--- src/rtl/card_feed_pkg.sv ---
package card_feed_pkg;

    localparam int COLS      = 80;
    localparam int COL_W     = 12;
    localparam int COL_IDX_W = $clog2(COLS + 1);

    typedef logic [COL_W-1:0] col_t;

    typedef enum logic [1:0] {
        SQ_IDLE,
        SQ_FEED,
        SQ_READ
    } seq_st_e;

    typedef struct packed {
        logic last_card;
        logic not_ready;
        logic busy;
    } dsw_t;

    function automatic logic is_final_col(input logic [COL_IDX_W-1:0] idx);
        return idx == COL_IDX_W'(COLS - 1);
    endfunction

endpackage

--- src/rtl/card_feed_store.sv ---
module card_feed_store
    import card_feed_pkg::*;
#(
    parameter int SLOTS = 4
) (
    input  logic                     clk,
    input  logic                     rst,
    input  logic                     wr_en,
    input  col_t                     wr_data,
    output logic                     card_done,
    input  logic [$clog2(SLOTS)-1:0] rd_slot,
    input  logic [COL_IDX_W-1:0]     rd_col,
    output col_t                     rd_data
);

    localparam int SLOT_W = $clog2(SLOTS);
    localparam int DEPTH  = SLOTS * COLS;
    localparam int AW     = $clog2(DEPTH);

    col_t                 mem [DEPTH];
    logic [SLOT_W-1:0]    wr_slot;
    logic [COL_IDX_W-1:0] fill_col;
    logic [AW-1:0]        wr_addr;
    logic [AW-1:0]        rd_addr;

    always_comb begin
        wr_addr   = AW'(int'(wr_slot) * COLS + int'(fill_col));
        rd_addr   = AW'(int'(rd_slot) * COLS + int'(rd_col));
        card_done = wr_en && is_final_col(fill_col);
        rd_data   = mem[rd_addr];
    end

    always_ff @(posedge clk) begin
        if (wr_en) begin
            mem[wr_addr] <= wr_data;
        end
    end

    always_ff @(posedge clk) begin
        if (rst) begin
            wr_slot  <= '0;
            fill_col <= '0;
        end else if (wr_en) begin
            if (is_final_col(fill_col)) begin
                fill_col <= '0;
                wr_slot  <= (wr_slot == SLOT_W'(SLOTS - 1)) ? '0 : wr_slot + 1'b1;
            end else begin
                fill_col <= fill_col + 1'b1;
            end
        end
    end

endmodule

--- src/rtl/card_feed_seq.sv ---
module card_feed_seq
    import card_feed_pkg::*;
#(
    parameter int SLOTS       = 4,
    parameter int FEED_CYCLES = 8
) (
    input  logic                     clk,
    input  logic                     rst,
    input  logic                     feed_req,
    input  logic                     lc_req,
    input  logic                     runout,
    input  logic                     stat_clr,
    input  logic                     card_done,
    input  logic                     col_done,
    output logic                     col_start,
    output logic [$clog2(SLOTS)-1:0] rd_slot,
    output logic                     hopper_empty,
    output logic                     ld_ready,
    output dsw_t                     status
);

    localparam int SLOT_W = $clog2(SLOTS);
    localparam int CW     = $clog2(SLOTS + 1);
    localparam int FCW    = $clog2(FEED_CYCLES + 1);

    seq_st_e           st;
    logic [FCW-1:0]    fcnt;
    logic [CW-1:0]     hop_cnt;
    logic [SLOT_W-1:0] head;
    logic              pre_valid;
    logic              reading;
    logic              armed;
    logic              pend;
    logic              cyc_last;
    logic              last_bit;

    logic [CW:0]       occ;
    logic              can_normal;
    logic              can_last;
    logic              go;
    logic              feed_end;
    logic              ro_take;
    logic              last_set;

    function automatic logic [SLOT_W-1:0] nxt(input logic [SLOT_W-1:0] s);
        return (s == SLOT_W'(SLOTS - 1)) ? '0 : s + 1'b1;
    endfunction

    always_comb begin
        can_normal = (hop_cnt != '0);
        can_last   = armed && pre_valid;
        go         = (st == SQ_IDLE) && (feed_req || pend) && (can_normal || can_last);
        feed_end   = (st == SQ_FEED) && (fcnt == FCW'(FEED_CYCLES - 1));
        col_start  = feed_end && reading;
        ro_take    = (st == SQ_IDLE) && !go && runout && pre_valid;
        last_set   = (st == SQ_READ) && col_done && cyc_last;
        occ        = {1'b0, hop_cnt} + (CW+1)'(pre_valid) + (CW+1)'(reading);
        ld_ready   = occ < (CW+1)'(SLOTS);
        hopper_empty     = !can_normal;
        status.busy      = (st != SQ_IDLE);
        status.not_ready = !can_normal && !can_last;
        status.last_card = last_bit;
    end

    always_ff @(posedge clk) begin
        if (rst) begin
            st        <= SQ_IDLE;
            fcnt      <= '0;
            hop_cnt   <= '0;
            head      <= '0;
            rd_slot   <= '0;
            pre_valid <= 1'b0;
            reading   <= 1'b0;
            armed     <= 1'b0;
            pend      <= 1'b0;
            cyc_last  <= 1'b0;
            last_bit  <= 1'b0;
        end else begin
            if (go) begin
                pend <= 1'b0;
            end else if ((st == SQ_IDLE) && feed_req) begin
                pend <= 1'b1;
            end
            hop_cnt  <= hop_cnt + CW'(card_done) - CW'(go && can_normal);
            armed    <= (armed && !(go && !can_normal)) || lc_req;
            last_bit <= last_set || (last_bit && !stat_clr);

            unique case (st)
                SQ_IDLE: begin
                    if (go) begin
                        st        <= SQ_FEED;
                        fcnt      <= '0;
                        cyc_last  <= !can_normal;
                        pre_valid <= can_normal;
                        if (pre_valid) begin
                            rd_slot <= head;
                            reading <= 1'b1;
                            head    <= nxt(head);
                        end
                    end else if (ro_take) begin
                        pre_valid <= 1'b0;
                        head      <= nxt(head);
                    end
                end
                SQ_FEED: begin
                    fcnt <= fcnt + 1'b1;
                    if (feed_end) begin
                        st <= reading ? SQ_READ : SQ_IDLE;
                    end
                end
                SQ_READ: begin
                    if (col_done) begin
                        st      <= SQ_IDLE;
                        reading <= 1'b0;
                    end
                end
                default: st <= SQ_IDLE;
            endcase
        end
    end

endmodule

--- src/rtl/card_feed_colout.sv ---
module card_feed_colout
    import card_feed_pkg::*;
#(
    parameter int COL_GAP = 2
) (
    input  logic                 clk,
    input  logic                 rst,
    input  logic                 start,
    input  col_t                 rd_data,
    output logic [COL_IDX_W-1:0] rd_col,
    output logic                 col_strobe,
    output col_t                 col_data,
    output logic [COL_IDX_W-1:0] col_num,
    output logic                 done
);

    localparam int GW = $clog2(COL_GAP + 1);

    logic                 active;
    logic [GW-1:0]        timer;
    logic [COL_IDX_W-1:0] col;

    assign rd_col = col;

    always_ff @(posedge clk) begin
        if (rst) begin
            active     <= 1'b0;
            timer      <= '0;
            col        <= '0;
            col_strobe <= 1'b0;
            col_data   <= '0;
            col_num    <= '0;
            done       <= 1'b0;
        end else begin
            col_strobe <= 1'b0;
            done       <= col_strobe && (col_num == COL_IDX_W'(COLS));
            if (start) begin
                active <= 1'b1;
                timer  <= '0;
                col    <= '0;
            end else if (active) begin
                if (timer == GW'(COL_GAP - 1)) begin
                    timer      <= '0;
                    col_strobe <= 1'b1;
                    col_data   <= rd_data;
                    col_num    <= col + 1'b1;
                    if (is_final_col(col)) begin
                        active <= 1'b0;
                    end else begin
                        col <= col + 1'b1;
                    end
                end else begin
                    timer <= timer + 1'b1;
                end
            end
        end
    end

endmodule

--- src/rtl/card_feed_ctrl.sv ---
module card_feed_ctrl
    import card_feed_pkg::*;
#(
    parameter int CARD_SLOTS  = 4,
    parameter int FEED_CYCLES = 8,
    parameter int COL_GAP     = 2
) (
    input  logic        clk,
    input  logic        rst,
    input  logic        ld_valid,
    input  logic [11:0] ld_data,
    output logic        ld_ready,
    output logic        hopper_empty,
    input  logic        feed_req,
    input  logic        lc_req,
    input  logic        runout,
    input  logic        stat_clr,
    output logic        col_strobe,
    output logic [11:0] col_data,
    output logic [6:0]  col_num,
    output logic        read_done,
    output logic [2:0]  dsw
);

    localparam int SLOT_W = $clog2(CARD_SLOTS);

    logic                 card_done;
    logic                 col_done;
    logic                 col_start;
    logic [SLOT_W-1:0]    rd_slot;
    logic [COL_IDX_W-1:0] rd_col;
    col_t                 rd_data;
    dsw_t                 status;
    logic                 wr_en;

    assign wr_en     = ld_valid && ld_ready;
    assign dsw       = status;
    assign read_done = col_done;

    card_feed_store #(
        .SLOTS(CARD_SLOTS)
    ) u_store (
        .clk       (clk),
        .rst       (rst),
        .wr_en     (wr_en),
        .wr_data   (ld_data),
        .card_done (card_done),
        .rd_slot   (rd_slot),
        .rd_col    (rd_col),
        .rd_data   (rd_data)
    );

    card_feed_seq #(
        .SLOTS       (CARD_SLOTS),
        .FEED_CYCLES (FEED_CYCLES)
    ) u_seq (
        .clk          (clk),
        .rst          (rst),
        .feed_req     (feed_req),
        .lc_req       (lc_req),
        .runout       (runout),
        .stat_clr     (stat_clr),
        .card_done    (card_done),
        .col_done     (col_done),
        .col_start    (col_start),
        .rd_slot      (rd_slot),
        .hopper_empty (hopper_empty),
        .ld_ready     (ld_ready),
        .status       (status)
    );

    card_feed_colout #(
        .COL_GAP(COL_GAP)
    ) u_col (
        .clk        (clk),
        .rst        (rst),
        .start      (col_start),
        .rd_data    (rd_data),
        .rd_col     (rd_col),
        .col_strobe (col_strobe),
        .col_data   (col_data),
        .col_num    (col_num),
        .done       (col_done)
    );

endmodule

--- config.mk ---
export PLATFORM = sky130hd
export DESIGN_NAME = card_feed_ctrl
export DESIGN_NICKNAME = d
export VERILOG_FILES = /design/src/rtl/card_feed_pkg.sv /design/src/rtl/card_feed_store.sv /design/src/rtl/card_feed_seq.sv /design/src/rtl/card_feed_colout.sv /design/src/rtl/card_feed_ctrl.sv
export SDC_FILE = /design/constraint.sdc
export NUM_CORES = 2
export LEC_CHECK = 0
export ABC_CLOCK_PERIOD_IN_PS = 3200
export BUFFER_PORTS_ARGS = -buffer_cell sky130_fd_sc_hd__clkbuf_2
export CAP_MARGIN = 20
export CELL_PAD_IN_SITES_DETAIL_PLACEMENT = 1
export CELL_PAD_IN_SITES_GLOBAL_PLACEMENT = 2
export CORE_UTILIZATION = 48
export CTS_BUF_LIST = sky130_fd_sc_hd__clkbuf_4
export CTS_CLUSTER_SIZE = 20
export DETAILED_ROUTE_END_ITERATION = 10
export GPL_ROUTABILITY_DRIVEN = 0
export HOLD_SLACK_MARGIN = 0.08
export PLACE_DENSITY = 0.75
export SYNTH_ARGS = -nofsm -noshare
export SYNTH_HDL_FRONTEND = slang
export SYNTH_SLANG_ARGS = --single-unit
--- constraint.sdc ---
create_clock -name clk -period 3.2 [get_ports clk]
set_input_delay 0.48 -clock clk [delete_from_list [all_inputs] [get_ports clk]]
set_output_delay 0.48 -clock clk [all_outputs]
set_load 0.02 [all_outputs]
[Word level (Yosys, flattened, before mapping)]
Memories as Yosys holds them, arrays and structs flattened. A register that Yosys moved wholly into a read port is not among the register bits.
Cells that the tools add are included.
Operators by class
  equality and inequality tests: 14
  $lt $le $gt $ge: 1
  mux-type cells: 27
  multiply operators: 2
  bitwise gates (word level): 3
  add/subtract/negate cells: 12
  reductions and logical operators: 47
Operators by type and width (number)
  equality test 7 bit, second input constant: 3
  2-to-1 mux 2 bit: 10
  logical AND 1 bit: 19
  adder 9 x 8 -> 9 bit: 2
  AND reduction 3 bit: 5
  adder 7 x 1 -> 7 bit, second input constant: 2
  2-to-1 mux 1 bit: 12
  multiplier 2 x 3 -> 5 bit, second input constant: 2
  inequality test 2 x 1 -> 1 bit, second input constant: 5
  case mux 4 bit (2 select lines): 1
  AND reduction 2 bit: 4
  nonzero test 2 bit: 4
  2-to-1 mux 7 bit: 1
  adder 2 x 1 -> 2 bit, second input constant: 3
  equality test 2 bit, second input constant: 3
  case mux 2 bit (3 select lines): 1
  logical NOT 1 bit: 5
  adder 3 x 1 -> 4 bit: 1
  adder 4 x 1 -> 4 bit: 1
  adder 4 x 1 -> 4 bit, second input constant: 1
  equality test 2 x 1 -> 1 bit, second input constant: 2
  equality test 4 x 3 -> 1 bit, second input constant: 1
  logical OR 1 bit: 4
  < comparator 4 x 3 -> 1 bit, second input constant: 1
  10 further kinds: 13
Storage, ports and cells
  RAM bits: 3840
  output and inout bits: 26
  input bits: 19
  word-level logic and storage cells: 126
  memories: 1
  flip-flop bits (word level): 47
Memory list
  u_store.mem: words 320, bits a word 12, read ports 1, clocked after Yosys merged registers in 1, write ports 1, line card_feed_store.sv:20  | col_t mem [DEPTH];

[Logic depth before layout (Yosys ltp)]
  depth in word-level cells: 9
  depth in mapped cells: 14
  depth with buffers taken out: 12

[Cells and area by module]
Synthesis repeated with hierarchy kept, for this count alone.
Second synthesis, totals
  cell total of the unflattened synthesis: 6701
  area, all modules: 149736.1 µm²
By module, submodules not included
  card_feed_store: cells each 6450, area an instance 147477.7 µm², sequential area each 115490.8 µm², instances 1
  card_feed_colout: cells each 146, area an instance 1271.2 µm², sequential area each 620.6 µm², instances 1
  card_feed_seq: cells each 104, area an instance 980.9 µm², sequential area each 380.4 µm², instances 1
  card_feed_ctrl: cells each 1, area an instance 6.3 µm², sequential area each 0.0 µm², instances 1

[Worst setup path before layout]
OpenSTA, ideal clock, no wires.
  path kind: register to register
  from: register u_store.fill_col[4]
  to: memory u_store.mem[118][0] (netlist name), enable pin
  path buffers: 2
  stages on the path, launching flop included: 10
  data arrival time: 2.700 ns
  clock period less this slack: 3.080 ns
  library setup time: 0.380 ns
  path slack: 0.120 ns
  data required time: 2.820 ns
  path through: dfxtp_1 -> ha_1 -> fa_1 -> clkbuf_1 -> nand2b_1 -> o32a_1 -> nor2_1 -> nand3_1 -> clkbuf_1 -> nor2_1
On the way
  longest elaborated chain between the ends: 1
RTL lines
  start: declaration: line card_feed_store.sv:22  | logic [COL_IDX_W-1:0] fill_col;
  start signal: assignment: line card_feed_store.sv:48  | fill_col <= fill_col + 1'b1;
  adder 9 x 8 -> 9 bit: line card_feed_store.sv:27  | wr_addr = AW'(int'(wr_slot) * COLS + int'(fill_col));
  end: declaration: line card_feed_store.sv:20
Every way passes these cells.

[Worst setup path after layout]
  from: register u_col.col[1], in the netlist u_col.rd_col[1]
  to: register u_col.col_data[5], read port of u_store.mem
On the way
  longest elaborated chain between the ends: 1
RTL lines
  start: declaration: line card_feed_colout.sv:21  | logic [COL_IDX_W-1:0] col;
  start signal: assignment: line card_feed_colout.sv:50  | col <= col + 1'b1;
  adder 9 x 8 -> 9 bit: line card_feed_store.sv:28  | rd_addr = AW'(int'(rd_slot) * COLS + int'(rd_col));
  end: declaration: line card_feed_colout.sv:12  | output col_t col_data,
Every way passes these cells.
A chain may end at the register's enable or synchronous reset.

==> flow_results.xml <==
<?xml version="1.0" encoding="UTF-8"?>
<metrics>
  <group name="clock_tree">
    <metric name="clkSlewWorstSetupHoldPaths" unit="ns">0.08</metric>
    <metric name="insertion_delay" unit="ns">1.70</metric>
    <metric name="tritoncts" unit="">built</metric>
    <metric name="cts.path.max_buffers" unit="">4</metric>
    <metric name="cts_inserted_buffers" unit="">952</metric>
    <metric name="htreeDepth" unit="">6</metric>
    <metric name="cts_num_sinks" unit="">3899</metric>
    <metric name="cts-root-buf" unit="">clkbuf_4</metric>
  </group>
  <group name="sta">
    <metric name="worst-slew-pin-transition" unit="ns">0.7835</metric>
    <metric name="timing.final.crit_period" unit="ns">3.540</metric>
    <metric name="skew" unit="ns">0.2124</metric>
    <metric name="max_freq" unit="MHz">282.5</metric>
    <metric name="setup_viol" unit="">13</metric>
    <metric name="post-route-worst-setup-slack" unit="ns">-0.3397</metric>
    <metric name="count_of_pins_over_their_slew_limit" unit="">0</metric>
    <metric name="timing.final.hold_violations" unit="">0</metric>
    <metric name="relSlewSlack" unit="%">47.21</metric>
    <metric name="setup_total_negative_slack" unit="ns">-2.353</metric>
    <metric name="rsz0062_at_grt" unit="">true</metric>
    <metric name="timing.final.crit_share" unit="%">110.6</metric>
  </group>
  <group name="floorplanning">
    <metric name="chip_width" unit="um">562.6</metric>
    <metric name="num_io_pins" unit="">45</metric>
    <metric name="fp.coreArea" unit="um2">312200</metric>
    <metric name="design.die.area" unit="um2">316500</metric>
    <metric name="die_h" unit="um">562.6</metric>
    <metric name="initial_core_util" unit="%">48.33</metric>
    <metric name="rows" unit="">205</metric>
  </group>
  <group name="routing">
    <metric name="route.detailed.vias_per_inst" unit="">6.088</metric>
    <metric name="met3_length" unit="um">37030</metric>
    <metric name="drc" unit="">0</metric>
    <metric name="vias" unit="">83991</metric>
    <metric name="met2WireLength" unit="um">221100</metric>
    <metric name="wl_met1" unit="um">179100</metric>
    <metric name="dr.max_layer_used" unit="">met5</metric>
    <metric name="routedWlPerCell" unit="um">32.87</metric>
    <metric name="drt_pre_antenna_iters" unit="">6</metric>
    <metric name="routed_wl" unit="um">453400</metric>
    <metric name="final_antenna_net_count" unit="">0</metric>
    <metric name="initialDrtViolationCount" unit="">9580</metric>
  </group>
  <group name="final_layout">
    <metric name="ff_latch_area" unit="um2">116500</metric>
    <metric name="final_layout_size_suffix_gt1_share" unit="%">38.69</metric>
    <metric name="num-fill-cells" unit="">27247</metric>
    <metric name="layout_common_cells" unit="">edfxtp_1 (3840), clkbuf_4 (1348), buf_4 (879), mux4_2 (811), mux2i_1 (392)</metric>
    <metric name="filler_free_cell_count_of_the_finished_design" unit="">13796</metric>
    <metric name="leading_cell_type_in_the_layout_fill_and_taps_excluded" unit="">edfxtp_1</metric>
    <metric name="design.final.nets" unit="">8928</metric>
    <metric name="areaGrowthSynthToFinish" unit="%">19.69</metric>
    <metric name="multi_input_area" unit="um2">33170</metric>
  </group>
  <group name="setup_path">
    <metric name="worst_ep_arrival_time" unit="ns">5.17</metric>
    <metric name="critPathMaxFanout" unit="">8</metric>
    <metric name="cp-start-kind" unit="">flop</metric>
    <metric name="critical_path_class" unit="">reg -&gt; reg</metric>
    <metric name="cpMostUsedCell" unit="">buf_12</metric>
    <metric name="critical_path.endpoint_type" unit="">flop</metric>
    <metric name="r2r.worst_path.cells" unit="">12</metric>
    <metric name="setup.reg_to_reg.worst_slack" unit="ns">-0.34</metric>
    <metric name="slowest_stage" unit="">nand4_1</metric>
    <metric name="worst-endpoint-required" unit="ns">4.84</metric>
    <metric name="slowest_delay" unit="ns">0.49</metric>
    <metric name="worstPathCellList" unit="">buf_12, or2_4, buf_16, buf_12, buf_12, o221ai_4, o22ai_1, o211ai_1, nand4_1, buf_4, or4_4, a21oi_2</metric>
  </group>
  <group name="placement">
    <metric name="placed_cells_incl_taps" unit="">11885</metric>
    <metric name="port_buffers" unit="">44</metric>
    <metric name="pre_cts_slack" unit="ns">-0.7022</metric>
    <metric name="dp.final_hpwl" unit="um">267800</metric>
  </group>
  <group name="synth">
    <metric name="postSynth.asyncResetShare" unit="%">0</metric>
    <metric name="share_of_the_synthesized_area_in_the_top_cell_type" unit="%">76.44</metric>
    <metric name="mappedNetlistNets" unit="">7149</metric>
    <metric name="yosysSeqAreaShare" unit="%">77.22</metric>
    <metric name="ys_top_cells_by_area" unit="">edfxtp_1 (76%), mux4_2 (12%), mux2i_1 (2.6%)</metric>
    <metric name="ys.flop_type" unit="">edfxtp_1</metric>
    <metric name="synth.yosys.warnings" unit="">0</metric>
    <metric name="netlist_area" unit="um2">150900</metric>
    <metric name="syn_area_per_cell" unit="um2">21.22</metric>
    <metric name="ys_ff_latch" unit="">3899</metric>
    <metric name="post_synth_num_cell_types" unit="">63</metric>
    <metric name="synth-edff-count" unit="">3840</metric>
    <metric name="number_of_cells_produced_by_synthesis" unit="">7109</metric>
    <metric name="synth_largest_area_cell" unit="">edfxtp_1</metric>
  </group>
  <group name="global_routing">
    <metric name="globalRoute.totalOverflow" unit="">0</metric>
    <metric name="grt_pass1_wl" unit="um">637800</metric>
    <metric name="grt_antenna_before_repair" unit="">27</metric>
    <metric name="first_global_vias" unit="">87716</metric>
    <metric name="grt_util_all_layers" unit="%">28.24</metric>
    <metric name="grt_max_degree" unit="">105</metric>
  </group>
  <group name="min_path">
    <metric name="min_path_cells" unit="">2</metric>
    <metric name="timing.hold.worst.class" unit="">reg -&gt; reg</metric>
  </group>
  <group name="run_status">
    <metric name="failed_checks" unit="">setup timing</metric>
    <metric name="result_of_the_run" unit="">finished with violations</metric>
  </group>
  <group name="power_and_ir_drop">
    <metric name="power_density" unit="nW/um2">546.1</metric>
    <metric name="leakagePower" unit="nW">57.03</metric>
    <metric name="peakVddDrop" unit="mV">0.3374</metric>
  </group>
  <group name="run">
    <metric name="maxCapViolations" unit="">0</metric>
  </group>
</metrics>
-- layout make-up --
type	count	area share, %
tap	4140	2.869
sequential	3899	64.54
inverter	9	0.02010
multi-input combinational	2754	18.37
timing repair buffer	1272	7.525
clock inverter	355	1.049
antenna	19	0.02633
clock buffer	1348	5.605
-- sequential cells by signal, summed over array words and instances, names as in the netlist, 3 cells and up --
signal	count
u_store.mem	3840
u_col.col_data	12
u_col.col_num	7
u_col.rd_col	7
u_store.fill_col	7
u_seq.fcnt	4
u_seq.hop_cnt	3
-- metrics by stage --
step	power (mW)	hold WS [ns]	instance area [um2]	util [%]
floorplan	57.30	0.4256	150900	-
global placement	58.51	0.4346	164300	52.62
detailed placement	58.61	0.4445	164300	52.62
CTS	99.29	0.3048	179400	57.47
global route	101.6	0.4181	180500	57.83
finish	98.60	0.4543	180600	57.84
-- cell usage after synthesis, drive strengths merged, types with 37 or more instances --
| cell | instances |
|---|---|
| a21oi | 163 |
| a22oi | 114 |
| buf | 230 |
| clkbuf | 217 |
| dfxtp | 59 |
| edfxtp | 3840 |
| mux2i | 396 |
| mux4 | 811 |
| nand2 | 78 |
| nand2b | 43 |
| nand3 | 45 |
| nand4 | 37 |
| nor2 | 381 |
| o211ai | 98 |
| o221ai | 169 |
| o22ai | 136 |
-- per-layer routing --
| layer | up-vias | track usage (%) |
|---|---|---|
| met4 | 8 | 10.46 |
| met1 | 44750 | 38.30 |
| li1 | 34249 | - |
| met5 | - | 0 |
| met2 | 4222 | 45.71 |
| met3 | 762 | 5.500 |
-- what timing repair did --
action	in CTS	in global routing
buffers inserted	75	50
endpoints found under the setup margin	22	352
pin swaps	75	84
hold endpoints to repair	4664	0
hold buffers	54	0
cloned	19	6
resized for setup	217	132
-- report_power, final --
| part | internal (mW) | switching (mW) | total [mW] |
|---|---|---|---|
| clock | 20.2 | 20.7 | 40.9 |
| sequential | 56.0 | 0.0126 | 56.1 |
| combinational | 0.310 | 1.30 | 1.61 |
| total | 76.5 | 22.1 | 98.6 |
-- path summary, 6_finish.rpt --
| path | end | startpoint |
|---|---|---|
| max reg2reg | u_col.col_data[5]$_SDFFE_PP0P_ | u_col.rd_col[1]$_SDFFE_PP0P_ |
| max | u_col.col_data[5]$_SDFFE_PP0P_ | u_col.rd_col[1]$_SDFFE_PP0P_ |
| min | u_col.timer[1]$_SDFFE_PP0P_ | u_col.timer[1]$_SDFFE_PP0P_ |
| min reg2reg | u_col.timer[1]$_SDFFE_PP0P_ | u_col.timer[1]$_SDFFE_PP0P_ |
-- logic make-up after synthesis --
family | after synthesis | share of synthesized area (%)
XOR/XNOR | 20 | 0.1161
buffers and inverters | 456 | 1.776
AO/OA/AOI/OAI | 814 | 3.873
multiplexers | 1214 | 14.79
flip-flops | 3899 | 77.22
AND/OR/NAND/NOR | 685 | 2.038
adder cells (fa/ha/maj) | 21 | 0.1891
-- worst max-delay path: cells and delay by family, from the launching register on --
kind            cells  cell delay [ns]
compound gates      4             0.87
flops               1             0.37
buf+inv             5             0.97
simple gates        3             1.25
(Power assumes the default switching activity.)
